==> src/rtl/dual_dma_seq_pkg.sv <==
package dual_dma_seq_pkg;
  localparam int NUM_CH = 2;

  typedef enum logic [1:0] {
    ST_IDLE = 2'd0,
    ST_REQ  = 2'd1,
    ST_XFER = 2'd2
  } seqState_e;

  // strobes from control to datapath
  typedef struct packed {
    logic advance; // current byte done, step selected channel
    logic chan;    // selected channel
  } dpCtl_t;
endpackage

==> src/rtl/dual_dma_seq_chan.sv <==
module dual_dma_seq_chan #(
  parameter int ADDR_W = 16,
  parameter int CNT_W  = 16
) (
  input  logic              clk,
  input  logic              rstN,
  input  logic              load,
  input  logic [ADDR_W-1:0] loadAddr,
  input  logic [CNT_W-1:0]  loadCount,
  input  logic              loadToBuf,
  input  logic              step,
  output logic [ADDR_W-1:0] addr,
  output logic              toBuf,
  output logic              pending,
  output logic              done
);
  logic [CNT_W-1:0] countQ;

  always_ff @(posedge clk) begin
    if (!rstN) begin
      addr   <= '0;
      countQ <= '0;
      toBuf  <= 1'b0;
      done   <= 1'b0;
    end else if (load) begin
      addr   <= loadAddr;
      countQ <= loadCount;
      toBuf  <= loadToBuf;
      done   <= 1'b0;
    end else if (step) begin
      addr   <= addr + ADDR_W'(1);
      countQ <= countQ - CNT_W'(1);
      if (countQ == CNT_W'(1)) begin
        done <= 1'b1;
      end
    end
  end

  assign pending = (countQ != '0);
endmodule

==> src/rtl/dual_dma_seq_dp.sv <==
module dual_dma_seq_dp
  import dual_dma_seq_pkg::*;
#(
  parameter int ADDR_W = 16,
  parameter int CNT_W  = 16
) (
  input  logic              clk,
  input  logic              rstN,
  input  logic              cmdStart,
  input  logic              cmdChan,
  input  logic [ADDR_W-1:0] cmdAddr,
  input  logic [CNT_W-1:0]  cmdCount,
  input  logic              cmdToBuf,
  input  dpCtl_t            ctl,
  output logic [NUM_CH-1:0] pending,
  output logic [ADDR_W-1:0] curAddr,
  output logic              curToBuf,
  output logic [NUM_CH-1:0] doneFlag
);
  logic [NUM_CH-1:0][ADDR_W-1:0] chAddr;
  logic [NUM_CH-1:0]             chToBuf;

  for (genvar g = 0; g < NUM_CH; g++) begin : g_chan
    dual_dma_seq_chan #(
      .ADDR_W(ADDR_W),
      .CNT_W (CNT_W)
    ) u_chan (
      .clk      (clk),
      .rstN     (rstN),
      .load     (cmdStart && (cmdChan == 1'(g))),
      .loadAddr (cmdAddr),
      .loadCount(cmdCount),
      .loadToBuf(cmdToBuf),
      .step     (ctl.advance && (ctl.chan == 1'(g))),
      .addr     (chAddr[g]),
      .toBuf    (chToBuf[g]),
      .pending  (pending[g]),
      .done     (doneFlag[g])
    );
  end

  assign curAddr  = chAddr[ctl.chan];
  assign curToBuf = chToBuf[ctl.chan];
endmodule

==> src/rtl/dual_dma_seq_ctl.sv <==
module dual_dma_seq_ctl
  import dual_dma_seq_pkg::*;
(
  input  logic              clk,
  input  logic              rstN,
  input  logic [NUM_CH-1:0] pending,
  input  logic              busAck,
  output logic              busReq,
  output logic              addrValid,
  output dpCtl_t            ctl
);
  seqState_e stateQ;
  logic      selQ;
  logic      lastQ;
  logic      nextSel;

  // alternate when both wait; otherwise take the one that waits
  always_comb begin
    if (pending == 2'b11) begin
      nextSel = ~lastQ;
    end else begin
      nextSel = pending[1];
    end
  end

  always_ff @(posedge clk) begin
    if (!rstN) begin
      stateQ <= ST_IDLE;
      selQ   <= 1'b0;
      lastQ  <= 1'b1; // so remote wins the first tie
    end else begin
      unique case (stateQ)
        ST_IDLE: begin
          if (|pending) begin
            stateQ <= ST_REQ;
            selQ   <= nextSel;
          end
        end
        ST_REQ: begin
          if (busAck) begin
            stateQ <= ST_XFER;
          end
        end
        ST_XFER: begin
          stateQ <= ST_IDLE;
          lastQ  <= selQ;
        end
        default: stateQ <= ST_IDLE;
      endcase
    end
  end

  assign busReq      = (stateQ == ST_REQ);
  assign addrValid   = (stateQ == ST_XFER);
  assign ctl.advance = (stateQ == ST_XFER);
  assign ctl.chan    = selQ;
endmodule

==> src/rtl/dual_dma_seq.sv <==
module dual_dma_seq
  import dual_dma_seq_pkg::*;
#(
  parameter int ADDR_W = 16,
  parameter int CNT_W  = 16
) (
  input  logic              clk,
  input  logic              rstN,
  input  logic              cmdStart,
  input  logic              cmdChan,
  input  logic [ADDR_W-1:0] cmdAddr,
  input  logic [CNT_W-1:0]  cmdCount,
  input  logic              cmdToBuf,
  output logic              busReq,
  input  logic              busAck,
  output logic [ADDR_W-1:0] busAddr,
  output logic              busAddrValid,
  output logic              bufWrStrobe,
  output logic              grantChan,
  output logic [1:0]        doneFlag
);
  dpCtl_t            ctl;
  logic [NUM_CH-1:0] pending;
  logic [ADDR_W-1:0] curAddr;
  logic              curToBuf;
  logic              addrValid;

  dual_dma_seq_ctl u_ctl (
    .clk      (clk),
    .rstN     (rstN),
    .pending  (pending),
    .busAck   (busAck),
    .busReq   (busReq),
    .addrValid(addrValid),
    .ctl      (ctl)
  );

  dual_dma_seq_dp #(
    .ADDR_W(ADDR_W),
    .CNT_W (CNT_W)
  ) u_dp (
    .clk     (clk),
    .rstN    (rstN),
    .cmdStart(cmdStart),
    .cmdChan (cmdChan),
    .cmdAddr (cmdAddr),
    .cmdCount(cmdCount),
    .cmdToBuf(cmdToBuf),
    .ctl     (ctl),
    .pending (pending),
    .curAddr (curAddr),
    .curToBuf(curToBuf),
    .doneFlag(doneFlag)
  );

  assign busAddrValid = addrValid;
  assign busAddr      = addrValid ? curAddr : '0;
  assign bufWrStrobe  = addrValid & curToBuf;
  assign grantChan    = ctl.chan;
endmodule

==> config.mk <==
export PLATFORM = sky130hd
export DESIGN_NAME = dual_dma_seq
export DESIGN_NICKNAME = d
export VERILOG_FILES = /design/src/rtl/dual_dma_seq_pkg.sv /design/src/rtl/dual_dma_seq_chan.sv /design/src/rtl/dual_dma_seq_dp.sv /design/src/rtl/dual_dma_seq_ctl.sv /design/src/rtl/dual_dma_seq.sv
export SDC_FILE = /design/constraint.sdc
export NUM_CORES = 1
export LEC_CHECK = 0
export BUFFER_PORTS_ARGS = -buffer_cell sky130_fd_sc_hd__buf_2
export CAP_MARGIN = 20
export CORE_MARGIN = 2
export CORE_UTILIZATION = 55
export DETAILED_ROUTE_END_ITERATION = 6
export PLACE_DENSITY_LB_ADDON = 0.05
export SYNTH_ARGS = -nofsm -noshare
export SYNTH_HDL_FRONTEND = slang
export SYNTH_HIERARCHICAL = 1
export SYNTH_SLANG_ARGS = --single-unit
==> constraint.sdc <==
create_clock -name clk -period 2.66 [get_ports clk]
set_input_delay 0.133 -clock clk [delete_from_list [all_inputs] [get_ports clk]]
set_output_delay 0.133 -clock clk [all_outputs]
set_load 0.02 [all_outputs]
==> results, run 1 <==
- The transition time of the tightest slew-check pin is 757 ps.
- The final worst clock skew is 6.44 ps.
- The count of standard-cell rows is 32.
- Setup total negative slack on the finished layout was measured at 0 ps.
- The tree is rooted in a sky130_fd_sc_hd__clkbuf_8.
- The tool flagged a number of max-cap violations equal to 0.
- The number of pins exceeding their max-slew limit in the final report came to 0.
- The per-instance average area after synthesis is 8.51 um^2.
- The share of synthesized area occupied by flip-flops and latches is 0.334.
- The type of the worst setup path is flip-flop to flip-flop.
- The area enclosed by the die boundary is 0.00857 mm^2.
- The register bit count reported by yosys is 72.
- The number of nets produced by synthesis is 551.
- The clock transition at the registers of the reported paths is 80 ps.
- The clock latency at the later pin of the worst-skew pair is 350 ps.
- The maximum fanout along the worst path is 24.
- By count the netlist is led by 72 x sky130_fd_sc_hd__dfxtp_1, 42 x sky130_fd_sc_hd__a21oi_1, 38 x sky130_fd_sc_hd__o21ai_0.
- For this run, the detailed router's first-pass iteration total came to 5.
- The gate count after technology mapping is 507.
- The synthesized area is 0.00431 mm^2.
- The flow ran to the end, and the final reports show no timing, DRC or antenna violations.
- The clock period minus final worst setup slack is 2150 ps.
- The count of input and output buffers is 59.
- The core region is 0.00765 mm^2.
- At the worst endpoint, the required time is 2870 ps.
- TritonCTS built the clock tree.
- VDD sags by at most 0.000332 V.
- In the final layout, the share of cells above drive strength 1 is 0.225.
- The area growth from synthesis to layout is 11.5%.
- The flop-to-flop setup slack is 510 ps.
- Static timing analysis puts the maximum clock frequency at 465 MHz.
- The largest net degree at the start of global routing is 47.
- The worst register-to-register path begins at u_ctl/selQ.
- The routed wire length per instance is 17.1 um.
- The total detailed-routing wirelength is 11400 um.
- The number of global-route vias before repair is 3624.
- For this block, the via count after detailed routing is 4022.
- The total CTS buffers is 9.
- In the global route stage, overall resource usage came out at 0.272.
- The number of cells traversed by the worst register-to-register path is 5.
- STA classifies the critical path endpoint as a flip-flop.
- The total overflow reported by the global router is 0.
- Setup repair after global routing left no endpoint under its margin.
- The number of hold-slack violations in the final timing report is 0.
- The synthesized design contains 0 enable-type register cells.
- The H-tree was split into 3 levels.
- For this configuration, the core starts out at a cell density of 0.564.
- The sort of element at the start of the critical path is a flip-flop.
- The number of antenna violations at the first check in global routing is 0.
- The internal power component is 1.67 mW.
- The combinational fraction of design power is 0.157.
- The tightest hold margin is 25.7 ps.
- The total of cells resized after clock tree synthesis is 0.
- The count of buffers added by post-CTS timing repair for setup is 0.
- The critical path starts at u_ctl/selQ.
- 60 I/O pins were placed.
- The power share of the clock group is 0.328.
- The violation count after the first detailed-routing iteration is 257.
- The netlist uses 55 different library cells.
- By instance count, the leading cell after synthesis is sky130_fd_sc_hd__dfxtp_1.
- Of the total power, the share spent switching nets is 0.304.
- The average via count per standard cell is 6.07.
- The final count of negative-setup-slack endpoints is 0.
- Summed over all cells, the static leakage comes to 1.83 nW.
- Once detailed placement completed, the half-perimeter wirelength came to 8000 um.
- For this design the total switching power over the nets is 732 uW.
- The period utilization is 0.809.
- Once detail routing completed, the nets flagged for antenna violations numbered 0.
- During synthesis, Yosys emitted a total of 6 warnings.
- No sink is reached through more buffers than the 2 on the longest clock path.
- The final layout net count is 600.
- The number of diodes is 0.
- The last weighted congestion value of the routability-driven placer is 0.871.
- Power spread over the standard cell area amounts to 500 mW/mm^2.
- After detailed routing, the number of remaining DRC violations is 0.
- The share of flip-flops with an asynchronous set or reset after synthesis is 0.
- The post-route core utilization is 0.629.
- The clock net in this run drives a total of 72 sinks.
- The first global-routing pass estimated 18500 um of wire.
- Buffers inserted to repair hold after CTS numbered 0.
- The worst register-to-register path ends at u_dp/g_chan[1].u_chan/countQ[12].
- The die is 92.6 um wide.
- The signal arrival time at the worst endpoint is 2360 ps.
- The overall power after layout is 2.41 mW.
- Following the worst setup path forward leads to its endpoint at u_dp/g_chan[1].u_chan/countQ[12].
- The dominant cell type by area after synthesis is sky130_fd_sc_hd__dfxtp_1.
- The area fraction of the dominant cell type after synthesis is 0.334.
- The most common flop cell mapped by yosys is sky130_fd_sc_hd__dfxtp_1.
- Measured along the y axis, the die boundary spans 92.6 um.
- By area the synthesized netlist is led by sky130_fd_sc_hd__dfxtp_1 33%, sky130_fd_sc_hd__xor2_1 6.5%, sky130_fd_sc_hd__a21oi_1 4.9%, sky130_fd_sc_hd__o21ai_0 4.4%, sky130_fd_sc_hd__xnor2_1 3.2%.
- The normalized max-slew margin is 0.495.
- The power share of the sequential group is 0.514.
- The classification of the worst-slack hold path is primary input to flip-flop.
## cell families (layout without fill, tap and decap cells)
family          Yosys count  count (layout)  share of synthesized area
mux                      25              25                     0.0699
buf+inv                  44              98                     0.0484
flops                    72              72                      0.334
fa+ha+maj                 6               6                     0.0174
simple gates            188             188                      0.262
compound gates          124             124                      0.171
xor+xnor                 48              48                     0.0975
## flip-flops by register name, indices dropped and copies added, names as in the netlist
register / cells
u_ctl/stateQ: 2
u_ctl/selQ: 1
u_dp/g_chan.u_chan/addr: 32
u_dp/g_chan.u_chan/done: 2
u_ctl/lastQ: 1
u_dp/g_chan.u_chan/toBuf: 2
u_dp/g_chan.u_chan/countQ: 32
## per-stage QoR
step	worst slack, ps	cells	instance area [um^2]
after floorplan	410	507	4310
after global placement	616	647	4640
after detailed placement	572	647	4640
after CTS	531	663	4810
after global routing	314	663	4810
final	509	663	4810
## layout by cell type (no fill, tap or decap), drive strengths merged, types with 11 or more instances in the layout
master and n:
nor3 11, buf 65, nand4 22, mux2 17, o21ai 38, nor2 35, xnor2 16, nand2 32
dfxtp 72, clkbuf 11, inv 17, nand3 16, a21oi 42, nor4 12, xor2 32, and2 19
## layer usage
metal,up-vias,GRT usage,wire [um]
met4,0,0.0970,167
met1,1922,0.420,5740
met2,138,0.383,4750
met3,13,0.0366,700
li1,1949,-,-
met5,-,0,0
## layout make-up
| cell class | count | area [um^2] |
|---|---|---|
| flip-flops and latches | 72 | 1440 |
| multi-input cells | 391 | 2660 |
| clock buffers | 11 | 141 |
| repair buffers | 65 | 340 |
| well taps | 102 | 128 |
| clock inverters | 5 | 32.5 |
| inverters | 17 | 63.8 |
| fillers | 701 | 2840 |
## critical path: stages (launching register included)
cell	delay (ps)
sky130_fd_sc_hd__dfxtp_1	600
sky130_fd_sc_hd__and2_2	570
sky130_fd_sc_hd__and4bb_1	410
sky130_fd_sc_hd__nand4_1	150
sky130_fd_sc_hd__xor2_1	190
sky130_fd_sc_hd__a21oi_1	80
## power by group through the flow
| stage | clock, mW | sequential [mW] | combinational (mW) |
|---|---|---|---|
| after global routing | 0.850 | 1.25 | 0.420 |
| after global placement | 0 | 1.26 | 0.366 |
| final | 0.790 | 1.24 | 0.379 |
| after CTS | 0.801 | 1.24 | 0.374 |
| after detailed placement | 0 | 1.26 | 0.372 |
| after floorplan | 0 | 1.23 | 0.279 |
## worst min path at each step
| stage | from | to | depth (start not counted) |
|---|---|---|---|
| global route | busAck | u_ctl/stateQ[1] | 3 |
| finish | busAck | u_ctl/stateQ[1] | 3 |
| CTS | busAck | u_ctl/stateQ[1] | 3 |
| floorplan | rstN | u_ctl/lastQ | 1 |
| global placement | cmdAddr[1] | u_dp/g_chan[1].u_chan/addr[1] | 3 |
| detailed placement | cmdAddr[1] | u_dp/g_chan[1].u_chan/addr[1] | 3 |
No activity file was read; power rests on OpenSTA's default activity.
==> run 2: changes to the inputs <==
Settings changed: CORE_UTILIZATION 55 to 52.
Clock period 2.66 ns to 1.83 ns, I/O delays scaled along.
==> run 2 against run 1 <==
Net effect:
- wire length is 4.1% higher
- sequential power is 44% higher
- setup slack worse by 410 ps
- combinational power up 67%
- core utilization increased by 0.45 points
- die area rose by 5.5%
- largest cell class unchanged
- critical path type unchanged
- cell count increased by 5.3%
- non-clock buffer count rose by 33
- clock power rose by 67%
- critical path depth increased by 1
- design area is 7.1% higher
==> results, run 2 (synthesis results as in run 1) <==
- The flow ran to the end, and the final reports show no timing, DRC or antenna violations.
- The I/O pin total is 60.
- In the final timing run, aggregate negative setup slack is 0 ps.
- The total detailed-routing wirelength is 11800 um.
- In this run the core area contains 33 standard-cell rows.
- The number of pins exceeding their max-slew limit in the final report is 0.
- The layout has 732 filler cells.
- The startpoint identified for the worst register-to-register timing path is u_ctl/stateQ[1].
- The overall routing resource usage is 0.274.
- The largest registers in the layout are u_dp/g_chan.u_chan/addr: 32 flops, u_dp/g_chan.u_chan/countQ: 32 flops.
- The clock latency at the later pin of the worst-skew pair is 350 ps.
- The classification of the worst-slack hold path is primary input to flip-flop.
- Of all nets on the critical path, the largest fanout is 8.
- The final count of negative-setup-slack endpoints is 0.
- Timing would allow up to 579 MHz.
- Data arrives at the worst endpoint at 2000 ps.
- The routed wire length per instance is 16.9 um.
- The final layout net count is 633.
- The type of the worst setup path is flip-flop to flip-flop.
- The worst path needs 1730 ps of the cycle, external delays included.
- Detailed placement finished with a half-perimeter wire length of 8730 um.
- During placement, the flow inserted port buffers numbering 59.
- The design draws 3.74 mW.
- The total number of vias is 4091.
- The initial cell density of the core is 0.530.
- The detailed router finished its first iteration with 253 violations.
- The number of antenna violations at the first check in global routing was 0.
- The static leakage is 2.02 nW.
- The number of hold-slack violations in the final timing report is 0.
- The number of global-route vias before repair is 3686.
- Global routing finished with a remaining overflow of 0.
- The startpoint of the most critical hold path is cmdCount[1].
- STA classifies the critical path startpoint as a flip-flop.
- The number of nets with antenna violations after detailed routing is 0.
- 0 antenna diodes ended up in the layout.
- The share of layout cells above drive strength 1 is 0.273.
- The first global-routing pass estimated 19100 um of wire.
- Power spread over the standard cell area amounts to 726 mW/mm^2.
- Compared with the post-synthesis result, the final layout area differs by 19.5%.
- The area enclosed by the die boundary is 0.00904 mm^2.
- Tracing the worst setup path back leads to its startpoint at u_ctl/stateQ[1].
- The TritonCTS clock tree is built.
- The period utilization is 0.943.
- The clock transition at the registers of the reported paths is 80 ps.
- The transition time of the tightest slew-check pin is 704 ps.
- For this run, design rule violations remaining after detail routing come to 0.
- The CTS sink count is 72.
- The cell at the root of the clock tree is sky130_fd_sc_hd__clkbuf_8.
- The clock passes through at most 2 buffers.
- The number of iterations in the first detailed-routing pass is 5.
- The placeable core area is 0.00813 mm^2.
- Max-cap violations in this run came to 0.
- The normalized max-slew margin is 0.530.
- At the end of routability-driven placement, the weighted congestion stood at 0.876.
- The worst-case IR drop observed on VDD is 0.000490 V.
- Entering global routing, the biggest net connects 47 pins.
- The required time reported for the critical path endpoint is 2100 ps.
- The number of H-tree branching levels is 3.
- The total CTS buffers is 9.
- The die is 95.1 um wide.
- For the final database, setup skew stands at 10.4 ps.
- The die is 95.1 um tall.
- The post-route core utilization is 0.633.
- The top cell types in the final layout, fill and taps aside, are 71 x sky130_fd_sc_hd__dfxtp_1, 59 x sky130_fd_sc_hd__buf_2, 42 x sky130_fd_sc_hd__a21oi_1.
- The most common library cell in the layout ignoring fill and taps is sky130_fd_sc_hd__dfxtp_1.
- The average via count per standard cell is 5.86.
- The critical path endpoint category is a flip-flop.
-- run 2: path summary, 6_finish.rpt --
path / depth (start not counted) / to / slack, ps
worst max register to register: 6 / u_dp/g_chan[0].u_chan/countQ[5] / 100
worst min-delay path: 3 / u_dp/g_chan[0].u_chan/countQ[1] / 30
worst max-delay path: 6 / u_dp/g_chan[0].u_chan/countQ[5] / 100
worst min register to register: 2 / u_ctl/lastQ / 500
-- run 2: timing repair --
action / CTS / global route
endpoints found under the setup margin: 1 / 21
hold buffers: 5 / 0
resized for setup: 1 / 9
setup buffers: 0 / 2
pin swaps: 0 / 2
hold endpoints to repair: 7 / 0
-- run 2: power breakdown --
part           internal (mW)  total (mW)  switching (mW)
Clock                  0.699        1.32           0.621
Combinational          0.298       0.632           0.334
Sequential              1.66        1.79           0.125
Total                   2.66        3.74            1.08
-- run 2: stage by stage --
stage / cell area [um^2] / std cells / hold WS (ps) / worst slack [ps]
finish: 5150 / 698 / 33.0 / 103
global route: 5150 / 698 / 32.2 / -4.54
CTS: 5100 / 696 / 17.3 / 26.0
detailed placement: 4840 / 676 / 343 / 95.2
global placement: 4840 / 676 / 342 / 128
floorplan: 4320 / 507 / 180 / -47.4
-- run 2: area by class of cell --
cell class	instances	area, um^2	area share
Inverter	17	63.8	0.0124
Sequential cell	72	1440	0.280
Multi-Input combinational cell	391	2700	0.524
Clock buffer	11	151	0.0294
Timing Repair Buffer	98	608	0.118
Clock inverter	4	53.8	0.0104
Tap cell	105	131	0.0255
-- run 2: per-layer routing --
metal  global-route usage  vias up  wire length, um
met3               0.0506       15              807
met5                    0        -                0
li1                     -     2016                -
met1                0.422     1929             5930
met4               0.0640        0              174
met2                0.390      131             4900
-- run 2: worst max-delay path: stages (launching register included) --
cell,delay (ps)
sky130_fd_sc_hd__dfxtp_1,330
sky130_fd_sc_hd__nor2b_4,190
sky130_fd_sc_hd__and2b_2,240
sky130_fd_sc_hd__buf_4,160
sky130_fd_sc_hd__nand2_1,120
sky130_fd_sc_hd__or3_2,430
sky130_fd_sc_hd__a31oi_1,170
